### src/rtl/deint_pkg.sv
package deint_pkg;
  parameter int CH_W  = 8;
  parameter int NCH   = 3;
  parameter int PIX_W = CH_W * NCH;
  parameter int DIM_W = 16;

  typedef logic [PIX_W-1:0] pix_t;

  typedef enum logic [1:0] {
    MODE_WEAVE = 2'd0,
    MODE_LERP  = 2'd1,
    MODE_ADAPT = 2'd2,
    MODE_SPARE = 2'd3
  } mode_e;

  typedef struct packed {
    logic [1:0]       mode;
    logic             par;
    logic [DIM_W-1:0] ppl;
    logic [DIM_W-1:0] lpf;
  } cfg_t;
endpackage

### src/rtl/deint_scan.sv
module deint_scan
  import deint_pkg::*;
#(
  parameter int W = DIM_W
) (
  input  logic         clk,
  input  logic         rst_n,
  input  logic         adv,
  input  cfg_t         live,
  output cfg_t         eff,
  output logic [W-1:0] x,
  output logic [W:0]   y,
  output logic         origin
);
  logic [W-1:0] x_q, x_d;
  logic [W:0]   y_q, y_d;
  cfg_t         cfg_q, cfg_d;
  logic         last_x, last_y;

  assign origin = (x_q == '0) && (y_q == '0);
  assign eff    = origin ? live : cfg_q;
  assign last_x = (x_q == eff.ppl - W'(1));
  assign last_y = (y_q == {eff.lpf, 1'b0} - (W+1)'(1));
  assign x      = x_q;
  assign y      = y_q;

  always_comb begin
    x_d   = x_q;
    y_d   = y_q;
    cfg_d = cfg_q;
    if (adv) begin
      if (origin) cfg_d = live;
      if (last_x) begin
        x_d = '0;
        y_d = last_y ? '0 : y_q + (W+1)'(1);
      end else begin
        x_d = x_q + W'(1);
      end
    end
  end

  always_ff @(posedge clk or negedge rst_n) begin
    if (!rst_n) begin
      x_q   <= '0;
      y_q   <= '0;
      cfg_q <= '0;
    end else begin
      x_q   <= x_d;
      y_q   <= y_d;
      cfg_q <= cfg_d;
    end
  end

  // configuration is frozen away from the frame origin
  p_cfg_hold_r9: assert property (@(posedge clk) disable iff (!rst_n)
    (adv && !origin) |=> $stable(cfg_q));

  // the last pixel of a frame wraps to the origin
  p_frame_wrap_r3: assert property (@(posedge clk) disable iff (!rst_n)
    (adv && last_x && last_y) |=> origin);
endmodule

### src/rtl/deint_addr.sv
module deint_addr
  import deint_pkg::*;
#(
  parameter int W = DIM_W
) (
  input  logic [1:0]   mode,
  input  logic         par,
  input  logic [W-1:0] lpf,
  input  logic [W-1:0] x,
  input  logic [W:0]   y,
  output logic         a_fld,
  output logic [W-1:0] a_line,
  output logic         b_fld,
  output logic [W-1:0] b_line,
  output logic [W-1:0] pix
);
  logic [W-1:0] k;
  logic         yp;

  assign k   = y[W:1];
  assign yp  = y[0];
  assign pix = x;

  always_comb begin
    a_fld  = yp;
    b_fld  = yp;
    a_line = k;
    b_line = k;
    if (mode != MODE_WEAVE) begin
      a_fld = par;
      b_fld = par;
      if (yp != par) begin
        if (!par) begin
          b_line = (({1'b0, k} + (W+1)'(1)) < {1'b0, lpf}) ? k + W'(1) : k;
        end else begin
          a_line = (k == '0) ? k : k - W'(1);
        end
      end
    end
  end
endmodule

### src/rtl/deint_out.sv
module deint_out
  import deint_pkg::*;
#(
  parameter int CW = CH_W,
  parameter int NC = NCH,
  localparam int PW = CW * NC
) (
  input  logic          clk,
  input  logic          rst_n,
  input  logic [PW-1:0] a_data,
  input  logic [PW-1:0] b_data,
  input  logic          frame_first,
  input  logic          line_first,
  input  logic          out_ready,
  output logic          adv,
  output logic          out_valid,
  output logic [PW-1:0] out_pix,
  output logic          out_vsync,
  output logic          out_hsync
);
  logic [PW-1:0] mean;
  logic          vld_q;
  logic [PW-1:0] pix_q;
  logic          vs_q, hs_q;

  for (genvar c = 0; c < NC; c++) begin : g_ch
    logic [CW:0] sum;
    assign sum                 = {1'b0, a_data[c*CW +: CW]} + {1'b0, b_data[c*CW +: CW]};
    assign mean[c*CW +: CW]    = sum[CW:1];
  end

  assign adv = !vld_q || out_ready;

  always_ff @(posedge clk or negedge rst_n) begin
    if (!rst_n) begin
      vld_q <= 1'b0;
      pix_q <= '0;
      vs_q  <= 1'b0;
      hs_q  <= 1'b0;
    end else if (adv) begin
      vld_q <= 1'b1;
      pix_q <= mean;
      vs_q  <= frame_first;
      hs_q  <= line_first;
    end
  end

  assign out_valid = vld_q;
  assign out_pix   = pix_q;
  assign out_vsync = vs_q;
  assign out_hsync = hs_q;

  // a stalled pixel keeps data, valid and flags
  p_stall_hold_r2: assert property (@(posedge clk) disable iff (!rst_n)
    (out_valid && !out_ready) |=> (out_valid && $stable(out_pix)
                                   && $stable(out_vsync) && $stable(out_hsync)));

  // a frame start is always also a line start
  p_vs_implies_hs_r3: assert property (@(posedge clk) disable iff (!rst_n)
    (out_valid && out_vsync) |-> out_hsync);
endmodule

### src/rtl/fld2prog_deint.sv
module fld2prog_deint
  import deint_pkg::*;
(
  input  logic        clk,
  input  logic        rst_n,
  input  logic [1:0]  mode_sel,
  input  logic        fld_id,
  input  logic        fld_swap,
  input  logic [15:0] ppl,
  input  logic [15:0] lpf,
  output logic        rda_fld,
  output logic [15:0] rda_line,
  output logic [15:0] rda_pix,
  input  logic [23:0] rda_data,
  output logic        rdb_fld,
  output logic [15:0] rdb_line,
  output logic [15:0] rdb_pix,
  input  logic [23:0] rdb_data,
  output logic [23:0] out_pix,
  output logic        out_valid,
  input  logic        out_ready,
  output logic        out_vsync,
  output logic        out_hsync
);
  logic [1:0]       rst_sync;
  logic             rst_ni;
  cfg_t             live, eff;
  logic [DIM_W-1:0] x;
  logic [DIM_W:0]   y;
  logic             origin, adv;
  logic [DIM_W-1:0] pix_idx;

  always_ff @(posedge clk or negedge rst_n) begin
    if (!rst_n) rst_sync <= 2'b00;
    else        rst_sync <= {rst_sync[0], 1'b1};
  end
  assign rst_ni = rst_sync[1];

  assign live = '{mode: mode_sel, par: fld_id ^ fld_swap, ppl: ppl, lpf: lpf};

  deint_scan #(.W(DIM_W)) u_scan (
    .clk(clk), .rst_n(rst_ni), .adv(adv), .live(live), .eff(eff),
    .x(x), .y(y), .origin(origin)
  );

  deint_addr #(.W(DIM_W)) u_addr (
    .mode(eff.mode), .par(eff.par), .lpf(eff.lpf), .x(x), .y(y),
    .a_fld(rda_fld), .a_line(rda_line), .b_fld(rdb_fld), .b_line(rdb_line),
    .pix(pix_idx)
  );

  assign rda_pix = pix_idx;
  assign rdb_pix = pix_idx;

  deint_out #(.CW(CH_W), .NC(NCH)) u_out (
    .clk(clk), .rst_n(rst_ni), .a_data(rda_data), .b_data(rdb_data),
    .frame_first(origin), .line_first(x == '0), .out_ready(out_ready),
    .adv(adv), .out_valid(out_valid), .out_pix(out_pix),
    .out_vsync(out_vsync), .out_hsync(out_hsync)
  );

  // both read lines stay inside the field, edges included
  p_line_in_range_r6: assert property (@(posedge clk) disable iff (!rst_ni)
    (eff.lpf != '0) |-> (rda_line < eff.lpf && rdb_line < eff.lpf));

  // weave reads one line of the field chosen by output line parity
  p_weave_one_line_r4: assert property (@(posedge clk) disable iff (!rst_ni)
    (eff.mode == MODE_WEAVE) |-> (rda_line == rdb_line && rda_fld == y[0] && rdb_fld == y[0]));

  // no valid output while held in reset
  p_idle_in_reset_r1: assert property (@(posedge clk) !rst_ni |=> !out_valid || rst_ni);
endmodule

### config.mk
export PLATFORM = sky130hd
export DESIGN_NAME = fld2prog_deint
export DESIGN_NICKNAME = d
export VERILOG_FILES = /design/src/rtl/deint_pkg.sv /design/src/rtl/deint_scan.sv /design/src/rtl/deint_addr.sv /design/src/rtl/deint_out.sv /design/src/rtl/fld2prog_deint.sv
export SDC_FILE = /design/constraint.sdc
export NUM_CORES = 1
export LEC_CHECK = 0
export BUFFER_PORTS_ARGS = -buffer_cell sky130_fd_sc_hd__buf_4
export CAP_MARGIN = 15
export CORE_ASPECT_RATIO = 0.7
export CORE_MARGIN = 1
export CORE_UTILIZATION = 30
export DETAILED_ROUTE_END_ITERATION = 10
export PLACE_DENSITY = 0.45
export SYNTH_ARGS = -nofsm -noshare
export SYNTH_HDL_FRONTEND = slang
export SYNTH_SLANG_ARGS = --single-unit
export TNS_END_PERCENT = 30
### constraint.sdc
create_clock -name clk -period 17.9 [get_ports clk]
set_input_delay 3.58 -clock clk [delete_from_list [all_inputs] [get_ports clk]]
set_output_delay 3.58 -clock clk [all_outputs]
set_load 0.05 [all_outputs]
==> reports/results.tsv, run 1 <==
stage	metric	value	unit
cts	CTS HTree Levels	3	
floorplanning	die span in x	203	um
detailed_routing	average vias per placed instance	5.11	
synth	register bit total from synthesis	97	
setup_path	critical path capture point type	output port	
synth	cell types with the largest area share after synthesis	dfrtp_1, ha_1, xnor2_1	
cts	number of CTS-inserted buffers	9	
cts	number of buffers on the longest clock path	2	
detailed_routing	first-pass iteration count of the detailed router	5	
synth	average cell area after synthesis	8.37	um2
synth	synthesized area	0.00846	mm2
timing	peak clock frequency supported by timing	101	MHz
synth	cell count after synthesis	1010	
timing	normalized max-slew margin	0.189	
finish	layout-stage area growth over the synthesis result	22.4	%
placed_design	post-placement worst setup slack	8.07	ns
detailed_routing	initial drt markers	578	
setup_path	number of cells on the worst reg-to-reg path	17	
detailed_routing	via count	7762	
timing	Worst-Margin Slew	1.20	ns
timing	clock tree skew after final layout	0.0147	ns
timing	unrepaired setup endpoints after global routing	false	
synth	area leader, netlist	dfrtp_1	
setup_path	Critical Path Source Type	primary input	
floorplanning	number of placement rows	51	
finish	Layout fillers	2907	
timing	Hold Vio Cnt, Final	0	
cts	number of hold-repair buffers added at the cts stage	0	
power_and_ir_drop	maximum VDD drop	0.0000579	V
cts	CTS sink cnt	97	
synth	Post-synth ARST share	1.00	
cts	number of gates given a new drive strength after cts	0	
synth	count of synthesis-stage warnings from yosys	0	
floorplanning	starting density of the core	0.305	
synth	fraction of post-synthesis cell area in the top cell type by area	0.287	
timing	Final Max Slew Viols	0	
setup_path	Register-to-Register Setup Slack	11.21	ns
grt	pin count of the biggest net entering global routing	60	
setup_path	cell type with the highest occurrence count on the critical path	buf_4	
setup_path	master of the slowest instance on the critical path	a311o_1	
finish	proportion of layout cells with a drive suffix above 1	0.231	
synth	sequential area share after synthesis	0.287	
synth	number of enable flip-flop cells after synthesis	0	
finish	Post-layout nets	1277	
finish	count of antenna diodes in the layout	0	
detailed_routing	wire length after detailed routing	27.6	mm
cts	CTS tree	done	
grt	GRT Resource Usage Total	0.192	
run	Max-cap violations	0	
setup_path	sequence of cells on the critical path	buf_4 -> nand2_1 -> a21boi_0 -> ha_1 -> and3_1 -> a22o_1 -> a311o_1 -> nor3b_1 -> o21ai_1 -> buf_4 -> nor3_1 -> xor2_1 -> buf_4	
grt	wire length of the first global-routing pass	43.0	mm
cts	Root Buffer Master	clkbuf_16	
timing	Period minus WS final	9.87	ns
floorplanning	die area	0.0289	mm2
synth	top_reg_cell synth	dfrtp_1	
floorplanning	core region area	0.0278	mm2
setup_path	slowest cell delay on critical path	0.36	ns
status	status	completed	
setup_path	WP data arrival	6.29	ns
floorplanning	number of primary I/O pins	180	
grt	total overflow reported by the global router	0	
timing	slack of the critical path	8.03	ns
placed_design	HPWL after detailed placement	20.9	mm
power_and_ir_drop	Tot Pwr	723	uW
timing	Setup violations, final	0	
setup_path	Worst R2R Start	u_scan.y[8]	
power_and_ir_drop	power density over the cells	69.9	mW/mm2
placed_design	number of buffers inserted by port buffering	179	
setup_path	maximum fanout count along the critical path	16	
detailed_routing	routed wirelength normalized by instance count	18.2	um
synth	count of unique library cells instantiated by Yosys	73	
hold_path	kind of path behind the tightest hold check	reg2async	
grt	via count of the first global-routing pass	7222	
setup_path	Top Family by Delay on Critical Path	compound AO/OA/AOI/OAI gates	
cts	Clock Pin Slew Worst Setup and Hold Paths	0.07	ns
detailed_routing	DRC violations left	0	
setup_path	Worst Setup Path Type	in2out	
timing	setup TNS after final layout	0	ns
grt	antenna violations before repair	0	
setup_path	CP required	14.32	ns
timing	fraction of the cycle the final worst path needs	0.551	
detailed_routing	count of nets left with antenna violations after detail routing	0	
cts	Clk Latency, worst-skew pair	0.37	ns
placed_design	final RePlAce weighted congestion	0.822	
floorplanning	height of the die	142	um
power_and_ir_drop	leakage power summed over all cells	0.00462	uW
setup_path	Reg2Reg Capture Point	u_scan.y[14]	
setup_path	count of buffering cells on the critical path with inverters included	3	
cts	post-CTS setup repair buffer count	0	
[stage by stage]
| step | utilization | area (um2) | hold WS, ns | instances |
|---|---|---|---|---|
| 2_1_floorplan | - | 8460 | 0.331 | 1011 |
| 5_1_grt | 0.373 | 10300 | 0.363 | 1518 |
| 4_1_cts | 0.373 | 10300 | 0.353 | 1518 |
| 3_3_place_gp | 0.362 | 10000 | 0.335 | 1502 |
| 6_report | 0.373 | 10300 | 0.326 | 1518 |
| 3_5_place_dp | 0.362 | 10000 | 0.336 | 1502 |
[cells by family after synthesis]
logic type,Yosys count,synth area share
flip-flops,97,0.287
XOR/XNOR,112,0.116
other,1,0.000443
buffers and inverters,117,0.0620
AO/OA/AOI/OAI,218,0.169
multiplexers,59,0.0747
AND/OR/NAND/NOR,357,0.216
adder cells (fa/ha/maj),49,0.0749
[cell type report]
class	count	area, um2	share of cell area
clock inverter	6	82.6	0.00798
sequential	97	2430	0.235
timing repair buffer	196	1470	0.142
clock buffer	10	229	0.0221
inverter	41	154	0.0149
tap	371	464	0.0449
multi-input combinational	797	5520	0.533
[layer usage]
metal / track usage / vias to the layer above / share of wire
li1: - / 3854 / -
met1: 0.306 / 3705 / 0.54
met2: 0.261 / 192 / 0.40
met3: 0.0387 / 11 / 0.050
met4: 0.0324 / 0 / 0.0066
met5: 0 / - / 0
[worst reg2reg max path: cells and delay by family (launching register included)]
family | cells | cell delay [ns]
and+or+nand+nor | 10 | 4.17
AOI/OAI and AO/OA | 4 | 1.07
DFF | 1 | 0.59
buffers and inverters | 2 | 0.49
adders and majority gates | 1 | 0.27
[power by group]
| group | leakage, uW | internal (uW) | total, uW | switching (uW) |
|---|---|---|---|---|
| clock | 0.000152 | 122 | 215 | 92.8 |
| sequential | 0.00119 | 238 | 269 | 30.9 |
| combinational | 0.00328 | 79.9 | 240 | 160 |
| total | 0.00462 | 440 | 723 | 284 |
[cell usage after synthesis (all sizes together), types with 8 or more instances]
cell type / number
dfrtp: 97
nand2: 95
nor2: 82
a21oi: 62
xnor2: 60
xor2: 52
o21ai: 47
ha: 45
clkbuf: 41
inv: 40
buf: 35
mux2: 33
nand3: 29
nor3: 29
mux2i: 26
o31ai: 18
nor4: 17
a2bb2oi: 16
nand2b: 16
or4: 13
or3: 12
nor2b: 11
nand4: 10
a211oi: 9
a21o: 8
and3: 8
[cells in the final DEF, fill, tap and decap left out, types with 40 or more instances in the layout]
cell,instances
nor2_1,81
a21oi_1,62
ha_1,45
xnor2_1,60
xor2_1,52
buf_4,196
dfrtp_1,96
inv_1,40
o21ai_0,40
nand2_1,93
[how the worst max path moves through the flow]
stage | start | to | slack, ns | cells after the start
CTS | lpf[14] | rdb_line[5] | 8.04 | 13
global placement | lpf[14] | rdb_line[5] | 8.09 | 13
floorplan | lpf[0] | rdb_line[10] | 7.90 | 14
finish | lpf[14] | rdb_line[5] | 8.03 | 13
global route | lpf[14] | rdb_line[5] | 7.79 | 13
detailed placement | lpf[14] | rdb_line[5] | 8.07 | 13
[flip-flops by register name (all words and copies together) (netlist names)]
name and flops:
rst_sync 2, u_scan.cfg_q 35, u_out.out_hsync 1, u_out.out_valid 1
u_out.out_pix 24, u_scan.x 16, u_scan.y 17, u_out.out_vsync 1
Note: power is estimated with default switching activity, not from simulation.
==> run 2: changes to the inputs <==
PLACE_DENSITY = 0.47   (was 0.45)
clock period = 8.5 ns   (was 17.9 ns; I/O delays follow)
==> reports/results.tsv, run 2 (synthesis results as in run 1) <==
stage	metric	value	unit	change
detailed_routing	via count	7884		+1.6%
timing	Final Max Slew Viols	0		unchanged
power_and_ir_drop	power density over the cells	142	mW/mm2	+100%
timing	Setup violations, final	0		unchanged
finish	proportion of layout cells with a drive suffix above 1	0.229		-0.00222
floorplanning	die span in x	203	um	unchanged
timing	unrepaired setup endpoints after global routing	false		
grt	total overflow reported by the global router	0		unchanged
placed_design	HPWL after detailed placement	21.1	mm	+1.0%
cts	post-CTS setup repair buffer count	0		unchanged
timing	peak clock frequency supported by timing	134	MHz	
floorplanning	core region area	0.0278	mm2	unchanged
detailed_routing	average vias per placed instance	5.20		+1.7%
finish	most used cells in the layout excluding fill and tap cells	buf_4, dfrtp_1, nand2_1, nor2_1, a21oi_1		
cts	CTS sink cnt	97		unchanged
setup_path	Critical Path Source Type	flop		
grt	GRT Resource Usage Total	0.196		+0.00351
detailed_routing	first-pass iteration count of the detailed router	5		unchanged
status	status	completed		
finish	layout-stage area growth over the synthesis result	21.6	%	
cts	Root Buffer Master	clkbuf_16		
finish	total area of multi-input combinational cells	0.00552	mm2	unchanged
cts	number of CTS-inserted buffers	9		unchanged
grt	antenna violations before repair	0		unchanged
grt	wire length of the first global-routing pass	43.8	mm	+2.1%
detailed_routing	initial drt markers	573		-0.87%
timing	fraction of the cycle the final worst path needs	0.879		
cts	number of gates given a new drive strength after cts	0		unchanged
hold_path	kind of path behind the tightest hold check	reg2reg		
detailed_routing	routed wirelength normalized by instance count	18.2	um	+0.31%
cts	Clock Pin Slew Worst Setup and Hold Paths	0.07	ns	about the same
timing	normalized max-slew margin	0.242		+0.0526
setup_path	CP required	6.80	ns	-7.52 ns
timing	hold slack final	0.350	ns	+0.0247 ns
finish	count of antenna diodes in the layout	0		unchanged
timing	setup TNS after final layout	0	ns	unchanged
power_and_ir_drop	maximum VDD drop	0.000117	V	+100%
finish	most common library cell in the layout ignoring fill and taps	buf_4		
setup_path	critical path capture point type	output port		
cts	number of buffers on the longest clock path	2		unchanged
floorplanning	number of placement rows	51		unchanged
finish	number of flip-flops in the largest register	35		unchanged
placed_design	final RePlAce weighted congestion	0.861		+4.8%
finish	Layout fillers	2890		-0.58%
power_and_ir_drop	clock share of power	0.268		-0.029
finish	sequential cell area	0.00243	mm2	unchanged
cts	CTS HTree Levels	3		unchanged
timing	clock tree skew after final layout	0.0103	ns	-0.00439 ns
setup_path	Worst Setup Path Type	reg2out		
power_and_ir_drop	proportion of power drawn by flip-flops and latches	0.387		+0.016
power_and_ir_drop	share of power burned in combinational logic	0.345		+0.013
power_and_ir_drop	Internal Dissipation	867	uW	+97%
power_and_ir_drop	reported net switching power	596	uW	+110%
grt	pin count of the biggest net entering global routing	54		-10%
floorplanning	number of primary I/O pins	180		unchanged
timing	Worst-Margin Slew	1.12	ns	-0.0778 ns
detailed_routing	count of nets left with antenna violations after detail routing	0		unchanged
cts	CTS tree	done		
setup_path	WP data arrival	5.77	ns	-0.52 ns
detailed_routing	wire length after detailed routing	27.6	mm	+0.18%
placed_design	number of buffers inserted by port buffering	179		unchanged
finish	final core area utilization	0.371		-0.00221
floorplanning	die area	0.0289	mm2	unchanged
timing	Period minus WS final	7.47	ns	
power_and_ir_drop	leakage power summed over all cells	0.00459	uW	-0.64%
cts	Clk Latency, worst-skew pair	0.36	ns	about the same
cts	number of hold-repair buffers added at the cts stage	0		unchanged
setup_path	maximum fanout count along the critical path	26		+10
detailed_routing	DRC violations left	0		unchanged
grt	via count of the first global-routing pass	7444		+3.1%
run	Max-cap violations	0		unchanged
power_and_ir_drop	fraction of power spent switching nets	0.407		+0.0152
timing	Hold Vio Cnt, Final	0		unchanged
finish	Top reg by flops	u_scan.cfg_q		
finish	Post-layout nets	1275		-0.16%
floorplanning	starting density of the core	0.305		unchanged
floorplanning	height of the die	142	um	unchanged
-- run 2: power groups by stage --
| stage | clock, uW | sequential (uW) | combinational [uW] |
|---|---|---|---|
| global route | 424 | 575 | 538 |
| global placement | 0 | 576 | 507 |
| floorplan | 0 | 691 | 225 |
| finish | 392 | 566 | 505 |
| CTS | 410 | 568 | 508 |
| detailed placement | 0 | 576 | 507 |
-- run 2: worst paths after layout --
| kind | from | to | slack (ns) | depth (start not counted) |
|---|---|---|---|---|
| worst max-delay path | u_scan.y[1] | rda_line[13] | 1.03 | 14 |
| max in group asynchronous | rst_sync[1] | u_out.out_pix[10] | 6.97 | 1 |
| worst max register to register | u_scan.y[1] | u_scan.y[16] | 1.73 | 19 |
| min in group asynchronous | rst_sync[1] | u_scan.cfg_q[21] | 0.37 | 0 |
| worst min-delay path | rst_sync[0] | rst_sync[1] | 0.35 | 0 |
| worst min register to register | rst_sync[0] | rst_sync[1] | 0.35 | 0 |
-- run 2: worst max-delay path, stage by stage, from the launching register on --
cell and delay, ns:
dfrtp_1 0.47, inv_1 0.17, ha_1 0.23, or4b_2 0.64, or4_1 0.79, nor2_2 0.23
buf_4 0.38, nor3_1 0.08, nor2_1 0.29, and3_1 0.36, nor4b_1 0.72, nor2b_1 0.50
nand2_1 0.15, xnor2_1 0.16, buf_4 0.22
-- run 2: area by class of cell --
cell class | count | share of cell area
well taps | 371 | 0.0451
multi-input cells | 797 | 0.536
repair buffers | 194 | 0.142
inverters | 41 | 0.0150
flip-flops and latches | 97 | 0.236
clock buffers | 11 | 0.0226
clock inverters | 5 | 0.00316
-- run 2: layer usage --
layer  up-vias  track usage  share of wire
li1       3849            -              -
met1      3795        0.311           0.54
met2       213        0.264           0.40
met3        27       0.0357          0.049
met4         0       0.0443          0.014
met5         -            0              0
-- run 2: per-stage QoR --
step	cells	setup WS (ns)	power [uW]	instance area, um2
floorplan	1011	0.885	916	8460
finish	1516	1.03	1460	10300
detailed placement	1500	1.43	1080	10000
global placement	1500	1.47	1080	10000
global route	1516	0.681	1540	10300
CTS	1516	1.02	1490	10300
==> run 3: changes to the inputs <==
BUFFER_PORTS_ARGS = -buffer_cell sky130_fd_sc_hd__buf_2   (was -buffer_cell sky130_fd_sc_hd__buf_4)
CORE_ASPECT_RATIO = default   (was 0.7)
==> reports/results.tsv, run 3 (synthesis results as in run 1) <==
stage	metric	value	unit	change
cts	number of buffers on the longest clock path	2		unchanged
power_and_ir_drop	leakage power summed over all cells	0.00445	uW	-3.2%
timing	normalized max-slew margin	0.265		+0.0226
timing	Worst-Margin Slew	1.09	ns	-0.0334 ns
detailed_routing	routed wirelength normalized by instance count	17.2	um	-5.6%
cts	number of gates given a new drive strength after cts	0		unchanged
finish	proportion of layout cells with a drive suffix above 1	0.231		+0.00175
detailed_routing	first-pass iteration count of the detailed router	5		unchanged
cts	CTS HTree Levels	3		unchanged
setup_path	WP data arrival	5.81	ns	+0.04 ns
setup_path	sequence of cells on the critical path	or4_1 -> or4_4 -> or4b_1 -> o21ai_0 -> and3_1 -> nor4b_1 -> nor2b_1 -> nand2b_1 -> xnor2_1 -> buf_2		
setup_path	Critical Path Source Type	flop		
setup_path	number of cells on the worst reg-to-reg path	18		-1
grt	via count of the first global-routing pass	7333		-1.5%
timing	Setup violations, final	0		unchanged
setup_path	count of buffering cells on the critical path with inverters included	1		-2
timing	Final Max Slew Viols	0		unchanged
placed_design	number of buffers inserted by port buffering	179		unchanged
floorplanning	height of the die	170	um	+19%
setup_path	master of the slowest instance on the critical path	nor4b_1		
placed_design	post-placement worst setup slack	1.43	ns	-0.00338 ns
floorplanning	die span in x	170	um	-16%
detailed_routing	wire length after detailed routing	26.2	mm	-5.1%
detailed_routing	average vias per placed instance	5.12		-1.5%
cts	post-CTS setup repair buffer count	0		unchanged
finish	number of flip-flops in the largest register	35		unchanged
finish	most common library cell in the layout ignoring fill and taps	buf_2		
setup_path	Top Family by Delay on Critical Path	simple AND/OR/NAND/NOR gates		
timing	Period minus WS final	7.51	ns	+0.0411 ns
grt	pin count of the biggest net entering global routing	57		+5.6%
setup_path	Worst R2R Start	u_scan.y[1]		
timing	Hold Vio Cnt, Final	0		unchanged
placed_design	HPWL after detailed placement	19.5	mm	-7.8%
setup_path	Reg2Reg Capture Point	u_scan.y[14]		
timing	slack of the critical path	0.991	ns	-0.0411 ns
finish	sequential cell area	0.00243	mm2	unchanged
finish	most used cells in the layout excluding fill and tap cells	buf_2, dfrtp_1, nand2_1, nor2_1, a21oi_1		
floorplanning	number of placement rows	61		+20%
floorplanning	die area	0.0289	mm2	about the same
timing	unrepaired setup endpoints after global routing	false		
setup_path	slowest cell delay on critical path	0.78	ns	about the same
timing	clock tree skew after final layout	0.0128	ns	+0.00253 ns
cts	Clock Pin Slew Worst Setup and Hold Paths	0.09	ns	+0.02 ns
grt	wire length of the first global-routing pass	42.4	mm	-3.4%
grt	antenna violations before repair	2		+2
floorplanning	number of primary I/O pins	180		unchanged
setup_path	Register-to-Register Setup Slack	1.97	ns	+0.24 ns
hold_path	kind of path behind the tightest hold check	reg2async		
grt	total overflow reported by the global router	0		unchanged
timing	peak clock frequency supported by timing	133	MHz	-0.55%
cts	number of CTS-inserted buffers	9		unchanged
setup_path	Worst Setup Path Type	reg2out		
cts	CTS tree	done		
finish	Top reg by flops	u_scan.cfg_q		
cts	number of hold-repair buffers added at the cts stage	0		unchanged
cts	CTS sink cnt	97		unchanged
cts	Clk Latency, worst-skew pair	0.36	ns	about the same
placed_design	final RePlAce weighted congestion	0.843		-2.1%
detailed_routing	initial drt markers	495		-14%
setup_path	CP required	6.80	ns	about the same
run	Max-cap violations	0		unchanged
finish	total area of multi-input combinational cells	0.00552	mm2	unchanged
finish	layout-stage area growth over the synthesis result	17.1	%	
detailed_routing	DRC violations left	0		unchanged
detailed_routing	via count	7807		-0.98%
detailed_routing	count of nets left with antenna violations after detail routing	0		unchanged
setup_path	maximum fanout count along the critical path	15		-42%
power_and_ir_drop	power density over the cells	147	mW/mm2	+3.4%
grt	GRT Resource Usage Total	0.187		-0.00873
setup_path	critical path capture point type	output port		
floorplanning	core region area	0.0278	mm2	about the same
status	status	completed		
power_and_ir_drop	maximum VDD drop	0.000156	V	+33%
finish	Post-layout nets	1275		unchanged
floorplanning	starting density of the core	0.304		about the same
timing	fraction of the cycle the final worst path needs	0.883		+0.00483
timing	setup TNS after final layout	0	ns	unchanged
finish	Layout fillers	3024		+4.6%
cts	Root Buffer Master	clkbuf_16		
-- run 3: changes by cell type in the layout (fill, tap and decap cells not counted), sizes merged --
cell	change
clkbuf	-2
inv	+2
diode	+1
-- run 3: area by class of cell --
cell class                      count  area share
Timing Repair Buffer              194       0.102
Inverter                           41      0.0155
Clock buffer                        9      0.0227
Clock inverter                      7     0.00947
Sequential cell                    97       0.245
Antenna cell                        1    0.000253
Multi-Input combinational cell    797       0.557
Tap cell                          378      0.0478
-- run 3: worst max-delay path by stage --
stage                 from      endpoint  slack (ns)  cells past startpoint
4_1_cts        u_scan.y[8]  rda_line[11]        1.03                     10
6_report       u_scan.y[8]  rda_line[11]        0.99                     10
5_1_grt        u_scan.y[8]   rda_line[9]        0.65                     10
3_5_place_dp   u_scan.y[9]  rda_line[11]        1.43                     10
3_3_place_gp   u_scan.y[8]  rda_line[11]        1.37                     10
2_1_floorplan  u_scan.x[0]  rdb_line[10]        0.88                     24
-- run 3: layer usage --
layer / share of wire / up-vias / track usage
met4: 0.013 / 0 / 0.0486
met3: 0.042 / 22 / 0.0256
met1: 0.48 / 3752 / 0.265
met2: 0.46 / 176 / 0.298
met5: 0 / - / 0
li1: - / 3857 / -
-- run 3: metrics by stage --
step	util	instance area, um2	hold WS (ns)	power [uW]	cells
global placement	0.345	9580	0.338	1020	1507
finish	0.357	9900	0.309	1460	1524
detailed placement	0.345	9580	0.336	1020	1507
CTS	0.356	9900	0.355	1480	1523
global route	0.356	9900	0.356	1530	1523
floorplan	-	8460	0.331	916	1011
-- run 3: where the power goes --
part	internal, uW	switching (uW)	leakage, uW
clock network	213	231	0.000153
logic	124	333	0.00311
registers	500	55.4	0.00119
